[src/rtl/mce_pkg.sv]
package mce_pkg;
    localparam int DW         = 64;
    localparam int ADR_CAP    = 'h100;
    localparam int ADR_STAT   = 'h101;
    localparam int ADR_ADDR   = 'h102;
    localparam int ADR_MISC   = 'h103;
    localparam int ADR_EXT    = 'h180;
    localparam int MISCV_BIT  = 59;
    localparam int CAP_PRES_B = 9;

    typedef enum logic [2:0] {
        TGT_NONE,
        TGT_CAP,
        TGT_STAT,
        TGT_ADDR,
        TGT_MISC,
        TGT_EXT
    } tgt_e;
endpackage

[src/rtl/mce_acc_decode.sv]
module mce_acc_decode
    import mce_pkg::*;
#(
    parameter int AW          = 12,
    parameter bit MISC_IMPL   = 1'b1,
    parameter bit EXT_PRESENT = 1'b1,
    parameter int EXT_CNT     = 2,
    parameter int IDX_W       = 1
) (
    input  logic             clk,
    input  logic             rst_n,
    input  logic             acc_en,
    input  logic             acc_wr,
    input  logic [AW-1:0]    acc_addr,
    input  logic [DW-1:0]    acc_wdata,
    output tgt_e             tgt,
    output logic [IDX_W-1:0] ext_idx,
    output logic             clr,
    output logic             fault
);
    localparam logic [AW-1:0] A_CAP  = AW'(ADR_CAP);
    localparam logic [AW-1:0] A_STAT = AW'(ADR_STAT);
    localparam logic [AW-1:0] A_ADDR = AW'(ADR_ADDR);
    localparam logic [AW-1:0] A_MISC = AW'(ADR_MISC);
    localparam logic [AW-1:0] A_EXT  = AW'(ADR_EXT);
    localparam logic [AW-1:0] N_EXT  = AW'(EXT_CNT);

    logic [AW-1:0] ext_off;
    logic          zero_ok;
    logic          legal;

    always_comb begin
        ext_off = acc_addr - A_EXT;
        ext_idx = ext_off[IDX_W-1:0];
        zero_ok = !acc_wr || (acc_wdata == '0);
        tgt     = TGT_NONE;
        legal   = 1'b0;
        if (acc_addr == A_CAP) begin
            tgt   = TGT_CAP;
            legal = !acc_wr;
        end else if (acc_addr == A_STAT) begin
            tgt   = TGT_STAT;
            legal = zero_ok;
        end else if (acc_addr == A_ADDR) begin
            tgt   = TGT_ADDR;
            legal = zero_ok;
        end else if (acc_addr == A_MISC) begin
            tgt   = TGT_MISC;
            legal = MISC_IMPL && zero_ok;
        end else if (EXT_PRESENT && (acc_addr >= A_EXT) && (ext_off < N_EXT)) begin
            tgt   = TGT_EXT;
            legal = zero_ok;
        end
        fault = acc_en && !legal;
        clr   = acc_en && legal && acc_wr;
    end

    // a clearing write and a fault never coexist
    p_clr_fault_excl_r6: assert property (@(posedge clk) disable iff (!rst_n)
        !(clr && fault));

    // absent extra-information register always faults
    p_nomisc_fault_r7: assert property (@(posedge clk) disable iff (!rst_n)
        (acc_en && (acc_addr == A_MISC) && !MISC_IMPL) |-> fault);
endmodule

[src/rtl/mce_state.sv]
module mce_state
    import mce_pkg::*;
#(
    parameter int EXT_CNT   = 2,
    parameter int ADDR_BITS = 36,
    parameter bit MISC_IMPL = 1'b1,
    parameter int IDX_W     = 1
) (
    input  logic                        clk,
    input  logic                        rst_n,
    input  logic                        cap_valid,
    input  logic [DW-1:0]               cap_status,
    input  logic [DW-1:0]               cap_addr,
    input  logic [DW-1:0]               cap_misc,
    input  logic                        cap_misc_vld,
    input  logic [EXT_CNT-1:0][DW-1:0]  cap_gpr,
    input  logic                        clr,
    input  tgt_e                        tgt,
    input  logic [IDX_W-1:0]            ext_idx,
    output logic [DW-1:0]               stat_q,
    output logic [DW-1:0]               addr_q,
    output logic [DW-1:0]               misc_q,
    output logic [EXT_CNT-1:0][DW-1:0]  ext_q
);
    localparam logic [DW-1:0] ADDR_KEEP =
        (ADDR_BITS >= DW) ? {DW{1'b1}} : ((64'd1 << ADDR_BITS) - 64'd1);

    typedef struct packed {
        logic [DW-1:0]              stat;
        logic [DW-1:0]              addr;
        logic [DW-1:0]              misc;
        logic [EXT_CNT-1:0][DW-1:0] ext;
    } bank_t;

    bank_t bank_d, bank_q;

    always_comb begin
        bank_d = bank_q;
        if (clr) begin
            unique case (tgt)
                TGT_STAT: bank_d.stat = '0;
                TGT_ADDR: bank_d.addr = '0;
                TGT_MISC: bank_d.misc = '0;
                TGT_EXT:  bank_d.ext[ext_idx] = '0;
                default:  ;
            endcase
        end
        if (cap_valid) begin
            bank_d.stat            = cap_status;
            bank_d.stat[MISCV_BIT] = MISC_IMPL && cap_misc_vld;
            bank_d.addr            = cap_addr & ADDR_KEEP;
            if (MISC_IMPL && cap_misc_vld) begin
                bank_d.misc = cap_misc;
            end
            bank_d.ext = cap_gpr;
        end
    end

    always_ff @(posedge clk or negedge rst_n) begin
        if (!rst_n) begin
            bank_q <= '0;
        end else begin
            bank_q <= bank_d;
        end
    end

    assign stat_q = bank_q.stat;
    assign addr_q = bank_q.addr;
    assign misc_q = bank_q.misc;
    assign ext_q  = bank_q.ext;

    // snapshot of the first general-purpose value lands with the capture
    p_ext_capture_r2: assert property (@(posedge clk) disable iff (!rst_n)
        cap_valid |=> (ext_q[0] == $past(cap_gpr[0])));

    // flag follows the accompanying-data input
    p_miscv_tracks_r3: assert property (@(posedge clk) disable iff (!rst_n)
        cap_valid |=> (stat_q[MISCV_BIT] == $past(cap_misc_vld && MISC_IMPL)));

    // reserved address bits never hold ones
    p_addr_reserved_r4: assert property (@(posedge clk) disable iff (!rst_n)
        ((addr_q & ~ADDR_KEEP) == '0));

    // without capture or legal clear the bank holds
    p_hold_r6: assert property (@(posedge clk) disable iff (!rst_n)
        (!cap_valid && !clr) |=> ($stable(stat_q) && $stable(addr_q)
                                  && $stable(misc_q) && $stable(ext_q)));
endmodule

[src/rtl/mce_err_bank.sv]
module mce_err_bank
    import mce_pkg::*;
#(
    parameter int AW          = 12,
    parameter int ADDR_BITS   = 36,
    parameter bit MISC_IMPL   = 1'b1,
    parameter bit EXT_PRESENT = 1'b1,
    parameter int EXT_CNT     = 2
) (
    input  logic                       clk,
    input  logic                       rst_n,
    input  logic                       acc_en,
    input  logic                       acc_wr,
    input  logic [AW-1:0]              acc_addr,
    input  logic [DW-1:0]              acc_wdata,
    output logic [DW-1:0]              acc_rdata,
    output logic                       acc_fault,
    input  logic                       cap_valid,
    input  logic [DW-1:0]              cap_status,
    input  logic [DW-1:0]              cap_addr,
    input  logic [DW-1:0]              cap_misc,
    input  logic                       cap_misc_vld,
    input  logic [EXT_CNT-1:0][DW-1:0] cap_gpr
);
    localparam int IDX_W = (EXT_CNT > 1) ? $clog2(EXT_CNT) : 1;

    tgt_e                       tgt;
    logic [IDX_W-1:0]           ext_idx;
    logic                       clr;
    logic [DW-1:0]              stat_q, addr_q, misc_q;
    logic [EXT_CNT-1:0][DW-1:0] ext_q;
    logic [DW-1:0]              cap_word;

    generate
        if (EXT_PRESENT) begin : g_cap_ext
            assign cap_word = DW'((64'd1 << CAP_PRES_B) | 64'(EXT_CNT & 'hFF));
        end else begin : g_cap_none
            assign cap_word = '0;
        end
    endgenerate

    mce_acc_decode #(
        .AW(AW), .MISC_IMPL(MISC_IMPL), .EXT_PRESENT(EXT_PRESENT),
        .EXT_CNT(EXT_CNT), .IDX_W(IDX_W)
    ) u_dec (
        .clk(clk), .rst_n(rst_n), .acc_en(acc_en), .acc_wr(acc_wr),
        .acc_addr(acc_addr), .acc_wdata(acc_wdata),
        .tgt(tgt), .ext_idx(ext_idx), .clr(clr), .fault(acc_fault)
    );

    mce_state #(
        .EXT_CNT(EXT_CNT), .ADDR_BITS(ADDR_BITS),
        .MISC_IMPL(MISC_IMPL), .IDX_W(IDX_W)
    ) u_state (
        .clk(clk), .rst_n(rst_n), .cap_valid(cap_valid),
        .cap_status(cap_status), .cap_addr(cap_addr), .cap_misc(cap_misc),
        .cap_misc_vld(cap_misc_vld), .cap_gpr(cap_gpr), .clr(clr),
        .tgt(tgt), .ext_idx(ext_idx),
        .stat_q(stat_q), .addr_q(addr_q), .misc_q(misc_q), .ext_q(ext_q)
    );

    always_comb begin
        acc_rdata = '0;
        if (acc_en && !acc_wr && !acc_fault) begin
            unique case (tgt)
                TGT_CAP:  acc_rdata = cap_word;
                TGT_STAT: acc_rdata = stat_q;
                TGT_ADDR: acc_rdata = addr_q;
                TGT_MISC: acc_rdata = stat_q[MISCV_BIT] ? misc_q : '0;
                TGT_EXT:  acc_rdata = ext_q[ext_idx];
                default:  acc_rdata = '0;
            endcase
        end
    end

    // fault only accompanies a strobe
    p_fault_strobe_r10: assert property (@(posedge clk) disable iff (!rst_n)
        acc_fault |-> acc_en);

    // faulting access returns no data
    p_fault_zero_data_r10: assert property (@(posedge clk) disable iff (!rst_n)
        acc_fault |-> (acc_rdata == '0));
endmodule

[config.mk]
export PLATFORM = sky130hd
export DESIGN_NAME = mce_err_bank
export DESIGN_NICKNAME = d
export VERILOG_FILES = /design/src/rtl/mce_pkg.sv /design/src/rtl/mce_acc_decode.sv /design/src/rtl/mce_state.sv /design/src/rtl/mce_err_bank.sv
export SDC_FILE = /design/constraint.sdc
export NUM_CORES = 1
export LEC_CHECK = 0
export ABC_AREA = 0
export ABC_CLOCK_PERIOD_IN_PS = 7000
export CAP_MARGIN = 20
export CORE_MARGIN = 5
export CORE_UTILIZATION = 52
export DETAILED_ROUTE_END_ITERATION = 8
export GPL_TIMING_DRIVEN = 0
export PLACE_DENSITY = 0.91
export SLEW_MARGIN = 5
export SYNTH_ARGS = -nofsm -noshare
export SYNTH_HDL_FRONTEND = slang
export SYNTH_SLANG_ARGS = --single-unit
[constraint.sdc]
create_clock -name clk -period 7 [get_ports clk]
set_input_delay 1.4 -clock clk [delete_from_list [all_inputs] [get_ports clk]]
set_output_delay 1.4 -clock clk [all_outputs]
set_load 0.01 [all_outputs]
==> results.tsv, run 1 <==
metric	value	unit
CP Launch Type	input pin	
Avg Vias per Cell	5.98	
CTS max path bufs	3	
Worst Hold Class	reg2reg	
first-pass GRT wire length	83.5	mm
crit path DAT	4.87	ns
H-tree depth	1	
worst slew pin tran	0.937	ns
Cell Area, Placed	20500	um^2
area of the core	29600	um^2
row count	63	
unrepaired setup endpoints after global routing	no	
Synth top area share	0.470	
cts hold-fix bufs	0	
synthesized area	15600	um^2
Nets	2230	
Slew headroom	0.375	
max incr delay on CP	0.58	ns
total die area	33500	um^2
synthesized flop and latch total	292	
Commonest cells post-synth	292 x dfrtp_1, 138 x nand2_1, 128 x mux2i_1	
Clk Latency, worst-skew pair	0.55	ns
syn_area_per_cell	11.5	um^2
Synth area leader	dfrtp_1	
WL final	56.1	mm
post-synthesis cell type count	48	
fillers	1978	
setup tns final	0	ns
fraction of layout cells with a size suffix above 1	0.193	
CP Cell Sequence	clkdlybuf4s50_1 > nor4b_4 > nand4_1 > nor2_2 > clkbuf_1 > a32oi_1 > a21oi_2 > clkdlybuf4s50_1	
Num CTS Buffers	31	
largest net degree at the start of global routing	119	
Chip Height	183	um
area grow syn2layout	38.1	%
TritonCTS clock tree	done	
synth warn	0	
Final ANT Viol Nets	0	
count of flip-flops with a built-in enable after synthesis	0	
P_leak	8.71	nW
most used cell, CP	clkdlybuf4s50_1	
clock period minus worst slack	6.27	ns
Total GRT Usage	0.321	
CTS-repair resized insts	0	
cell family with most CP delay	buffers and inverters	
Buf/Inv on CP	3	
crit share post-route	0.896	
PD cells	201	nW/um^2
clock sinks	292	
Routability Congestion	0.882	
Finish-stage setup viols	0	
Starting Density	0.526	
DRC violations left	0	
critical path type	in2out	
top-count cell post-synth	dfrtp_1	
status	completed	
Synth Net Count	1760	
CP Capture Type	primary output	
final hold viol count	0	
Slew Limit Fails	0	
Vias	13457	
Reg clk slew, reported paths	0.06	ns
max frequency	160	MHz
Clock Skew	0	ns
gr ovfl total	0	
largest cells by area after synthesis	dfrtp_1 47%, nor2_4 8.5%, mux2i_1 8.2%, a22o_1 5.6%, mux2_2 4.6%	
post-synthesis sequential area ratio	0.470	
required time of the critical path	5.60	ns
max cap viols	0	
Max IR drop VDD	0.158	mV
Detailed Routing Iterations Pass 1	7	
die width	183	um
async set-reset flop share out of synthesis	1.00	
finished layout cell area	21500	um^2
PortBufs	435	
ys flop type	dfrtp_1	
worst-path maximum fanout	10	
dpl hpwl	41.4	mm
# IOs	467	
Syn Inst Count	1357	
post-CTS setup buffers	0	
vias in the first global route	14605	
initial antenna violation count	14	
average wire per standard cell	24.9	um
critical path's slowest cell	clkdlybuf4s50_1	
DR iter-0 viols	1390	
clk root buf	clkbuf_16	
[final cells by class]
class | count | area, um^2 | area share
Timing Repair Buffer | 437 | 4410 | 0.205
Sequential cell | 292 | 7310 | 0.340
Tap cell | 390 | 488 | 0.0227
Buffer | 121 | 779 | 0.0363
Clock buffer | 41 | 863 | 0.0402
Inverter | 4 | 15.0 | 0.000699
Clock inverter | 15 | 136 | 0.00635
Antenna cell | 10 | 25.0 | 0.00116
Multi-Input combinational cell | 940 | 7460 | 0.347
[per-layer routing]
metal / share of wire / global-route usage / up-vias
li1: - / - / 5839
met1: 0.35 / 0.377 / 6598
met2: 0.50 / 0.553 / 832
met3: 0.092 / 0.0728 / 182
met4: 0.054 / 0.165 / 6
met5: 0.00061 / 0 / -
[flip-flops by register name (all words and copies together) (netlist names)]
register	flops
u_state.stat_q	64
u_state.misc_q	64
u_state.ext_q	128
u_state.addr_q	36
[worst min-delay path: stages, from the launching register on]
cell	delay [ns]
dfrtp_1	0.37
nand2_1	0.06
o21ai_1	0.05
[layout by cell type, fill, tap and decap left out, types with 5 or more instances in the layout]
master | Yosys | routed
a222oi_1 | 25 | 25
clkinv_2 | 0 | 9
buf_12 | 12 | 12
dfrtp_1 | 292 | 292
clkdlybuf4s50_1 | 0 | 434
mux2i_1 | 128 | 128
a21oi_1 | 6 | 6
nand2_1 | 138 | 138
mux2_2 | 64 | 64
nor4_1 | 17 | 17
clkbuf_1 | 71 | 76
buf_2 | 22 | 22
nor2_1 | 15 | 15
nor2_4 | 118 | 118
o21ai_0 | 5 | 5
a21oi_2 | 35 | 35
o21ai_1 | 60 | 60
a22o_1 | 99 | 99
nor2b_1 | 99 | 99
diode_2 | 0 | 10
clkbuf_8 | 0 | 5
a32oi_1 | 34 | 34
buf_8 | 6 | 7
nand4_1 | 5 | 5
clkbuf_16 | 0 | 31
nor2_2 | 29 | 29
a22oi_1 | 36 | 36
[cells by family after synthesis]
group                      after synthesis  synth area share
and+or+nand+nor                        439             0.194
DFF                                    292             0.470
muxes                                  192             0.129
adders and majority gates                1          0.000804
AOI/OAI and AO/OA                      308             0.156
buffers and inverters                  125            0.0511
[power by group]
group	total (W)	switching [W]	internal, W	leakage, nW
combinational	0.000721	0.000322	0.000399	4.71
clock	0.00163	0.000696	0.000937	0.492
sequential	0.00196	0.000101	0.00186	3.51
[metrics by stage]
stage          std cells  worst slack, ns  hold WS [ns]  total power (W)  utilization
3_5_place_dp        2184            0.813         0.508          0.00270        0.692
6_report            2250            0.731         0.518          0.00432        0.727
3_3_place_gp        2182            -7.73         0.500          0.00266        0.690
4_1_cts             2240            0.786         0.518          0.00432        0.726
2_1_floorplan       1357             2.54         0.480          0.00231            -
5_1_grt             2249            0.543         0.536          0.00446        0.727
[worst paths after layout]
check	startpoint	to	slack [ns]	cells past startpoint
setup / recovery	acc_addr[10]	acc_rdata[16]	0.73	8
hold / removal	u_state.misc_q[14]	u_state.misc_q[14]	0.52	2
setup reg to reg	u_state.addr_q[28]	u_state.addr_q[28]	6.12	2
hold reg to reg	u_state.misc_q[14]	u_state.misc_q[14]	0.52	2
max in group asynchronous	rst_n	u_state.stat_q[59]	5.17	2
min in group asynchronous	rst_n	u_state.stat_q[17]	0.81	1
No activity file was read; power rests on OpenSTA's default activity.
==> inputs of run 2 (changes only) <==
Settings changed: CORE_UTILIZATION 52 to 53, CTS_BUF_LIST set to sky130_fd_sc_hd__clkbuf_8, HOLD_SLACK_MARGIN set to 0.05, PLACE_DENSITY 0.91 to 0.93, REMOVE_ABC_BUFFERS set to 1.
==> results.tsv, run 2 (same netlist as run 1, synthesis figures left out) <==
metric	value	unit
R2R depth	2	
CTS max path bufs	3	
CTS-repair resized insts	0	
Flop pwr share	0.446	
DR iter-0 viols	1353	
worst r2r dst	u_state.addr_q[34]	
Chip Height	181	um
Finish-stage setup viols	0	
Vias	13309	
CP Capture Type	primary output	
TritonCTS clock tree	done	
status	completed	
cts hold-fix bufs	0	
worst hold slack	0.524	ns
Cell Area, Placed	20200	um^2
area of the core	28900	um^2
reg-to-reg setup timing slack	6.08	ns
switching share of power	0.257	
post-CTS setup buffers	0	
first-pass GRT wire length	81.9	mm
Total GRT Usage	0.313	
worst hold endpoint	u_state.misc_q[10]	
die width	181	um
PortBufs	437	
setup tns final	0	ns
average wire per standard cell	24.3	um
Gate power share	0.159	
Slew headroom	0.303	
Max IR drop VDD	0.174	mV
fillers	1762	
Nets	2150	
HP Start	u_state.misc_q[10]	
H-tree depth	2	
CP Launch Type	input pin	
initial antenna violation count	11	
crit path DAT	5.05	ns
Avg Vias per Cell	6.09	
dpl hpwl	35.7	mm
area grow syn2layout	37.5	%
final hold viol count	0	
unrepaired setup endpoints after global routing	no	
Slew Limit Fails	0	
vias in the first global route	14714	
Final ANT Viol Nets	0	
worst-path maximum fanout	33	
NetSw	0.00113	W
max frequency	155	MHz
cell depth of the worst hold path	2	
row count	62	
# IOs	467	
fraction of layout cells with a size suffix above 1	0.207	
clock period minus worst slack	6.45	ns
Routability Congestion	0.854	
Reg clk slew, reported paths	0.07	ns
PD cells	206	nW/um^2
worst slew pin tran	1.04	ns
crit share post-route	0.921	
required time of the critical path	5.60	ns
total die area	32900	um^2
clk root buf	clkbuf_8	
Clock Skew	0	ns
finished layout cell area	21400	um^2
Worst R2R Start	u_state.addr_q[34]	
P_int	0.00327	W
Clk Latency, worst-skew pair	0.56	ns
Num CTS Buffers	50	
WL final	53.0	mm
largest net degree at the start of global routing	138	
pre-CTS WS	0.655	ns
most frequent cells in the layout	434 x clkdlybuf4s50_1, 292 x dfrtp_1, 137 x nand2_1, 128 x mux2i_1, 120 x nor2_4	
clock share of power	0.396	
clock sinks	292	
max FFs per register	128	
commonest non-fill, non-tap cell in the layout	clkdlybuf4s50_1	
DRC violations left	0	
Worst Hold Class	reg2reg	
Detailed Routing Iterations Pass 1	9	
Starting Density	0.539	
Setup WS post-layout	0.555	ns
critical path type	in2out	
gr ovfl total	0	
P_leak	8.71	nW
max cap viols	0	
==> run 2: changes by cell type in the layout (fill, tap and decap cells not counted), sizes merged, moves of 2 or more <==
cell / delta
buf: -27
inv: +10
clkinvlp: -2
clkbuf: -42
==> run 2: area by class of cell <==
| type | instances | area (um^2) | area share |
|---|---|---|---|
| sequential | 292 | 7310 | 0.342 |
| tap | 384 | 480 | 0.0225 |
| antenna | 11 | 27.5 | 0.00129 |
| timing repair buffer | 459 | 4920 | 0.230 |
| clock inverter | 23 | 183 | 0.00854 |
| multi-input combinational | 940 | 7490 | 0.350 |
| clock buffer | 71 | 977 | 0.0457 |
| inverter | 4 | 15.0 | 0.000702 |
==> run 2: worst max-delay path by stage <==
stage | cells after the start | to | startpoint
floorplan | 6 | acc_rdata[0] | acc_addr[7]
global placement | 4 | u_state.misc_q[63] | cap_valid
detailed placement | 10 | acc_rdata[10] | acc_addr[7]
CTS | 10 | acc_rdata[10] | acc_addr[7]
global route | 10 | acc_rdata[3] | acc_addr[7]
finish | 10 | acc_rdata[10] | acc_addr[7]
==> run 2: critical path, cell delays in order <==
cell             delay, ns
clkdlybuf4s50_1       0.56
ha_1                  0.21
nor4bb_1              0.29
o311a_2               0.54
and2_4                0.58
o21ai_4               0.23
buf_16                0.23
buf_16                0.17
a21oi_2               0.17
clkdlybuf4s50_1       0.57
==> run 2: power groups by stage <==
stage / registers, W / logic (W) / clock network, W
floorplan: 0.00195 / 0.000324 / 0
CTS: 0.00196 / 0.000698 / 0.00176
finish: 0.00196 / 0.000698 / 0.00174
detailed placement: 0.00198 / 0.000688 / 0
global placement: 0.00197 / 0.000766 / 0
global route: 0.00198 / 0.000752 / 0.00184
==> run 2: routing by layer <==
| layer | GRT usage | wire (um) | part of all wire |
|---|---|---|---|
| met2 | 0.528 | 26400 | 0.50 |
| met1 | 0.375 | 19100 | 0.36 |
| met3 | 0.0650 | 4600 | 0.087 |
| met4 | 0.174 | 2910 | 0.055 |
| met5 | 0 | 0 | 0 |
==> run 2: per-stage QoR <==
step	std cells	power, W	utilization
3_3_place_gp	2057	0.00274	0.680
3_5_place_dp	2079	0.00267	0.700
2_1_floorplan	1236	0.00227	-
6_report	2184	0.00440	0.741
4_1_cts	2173	0.00441	0.740
5_1_grt	2184	0.00456	0.741
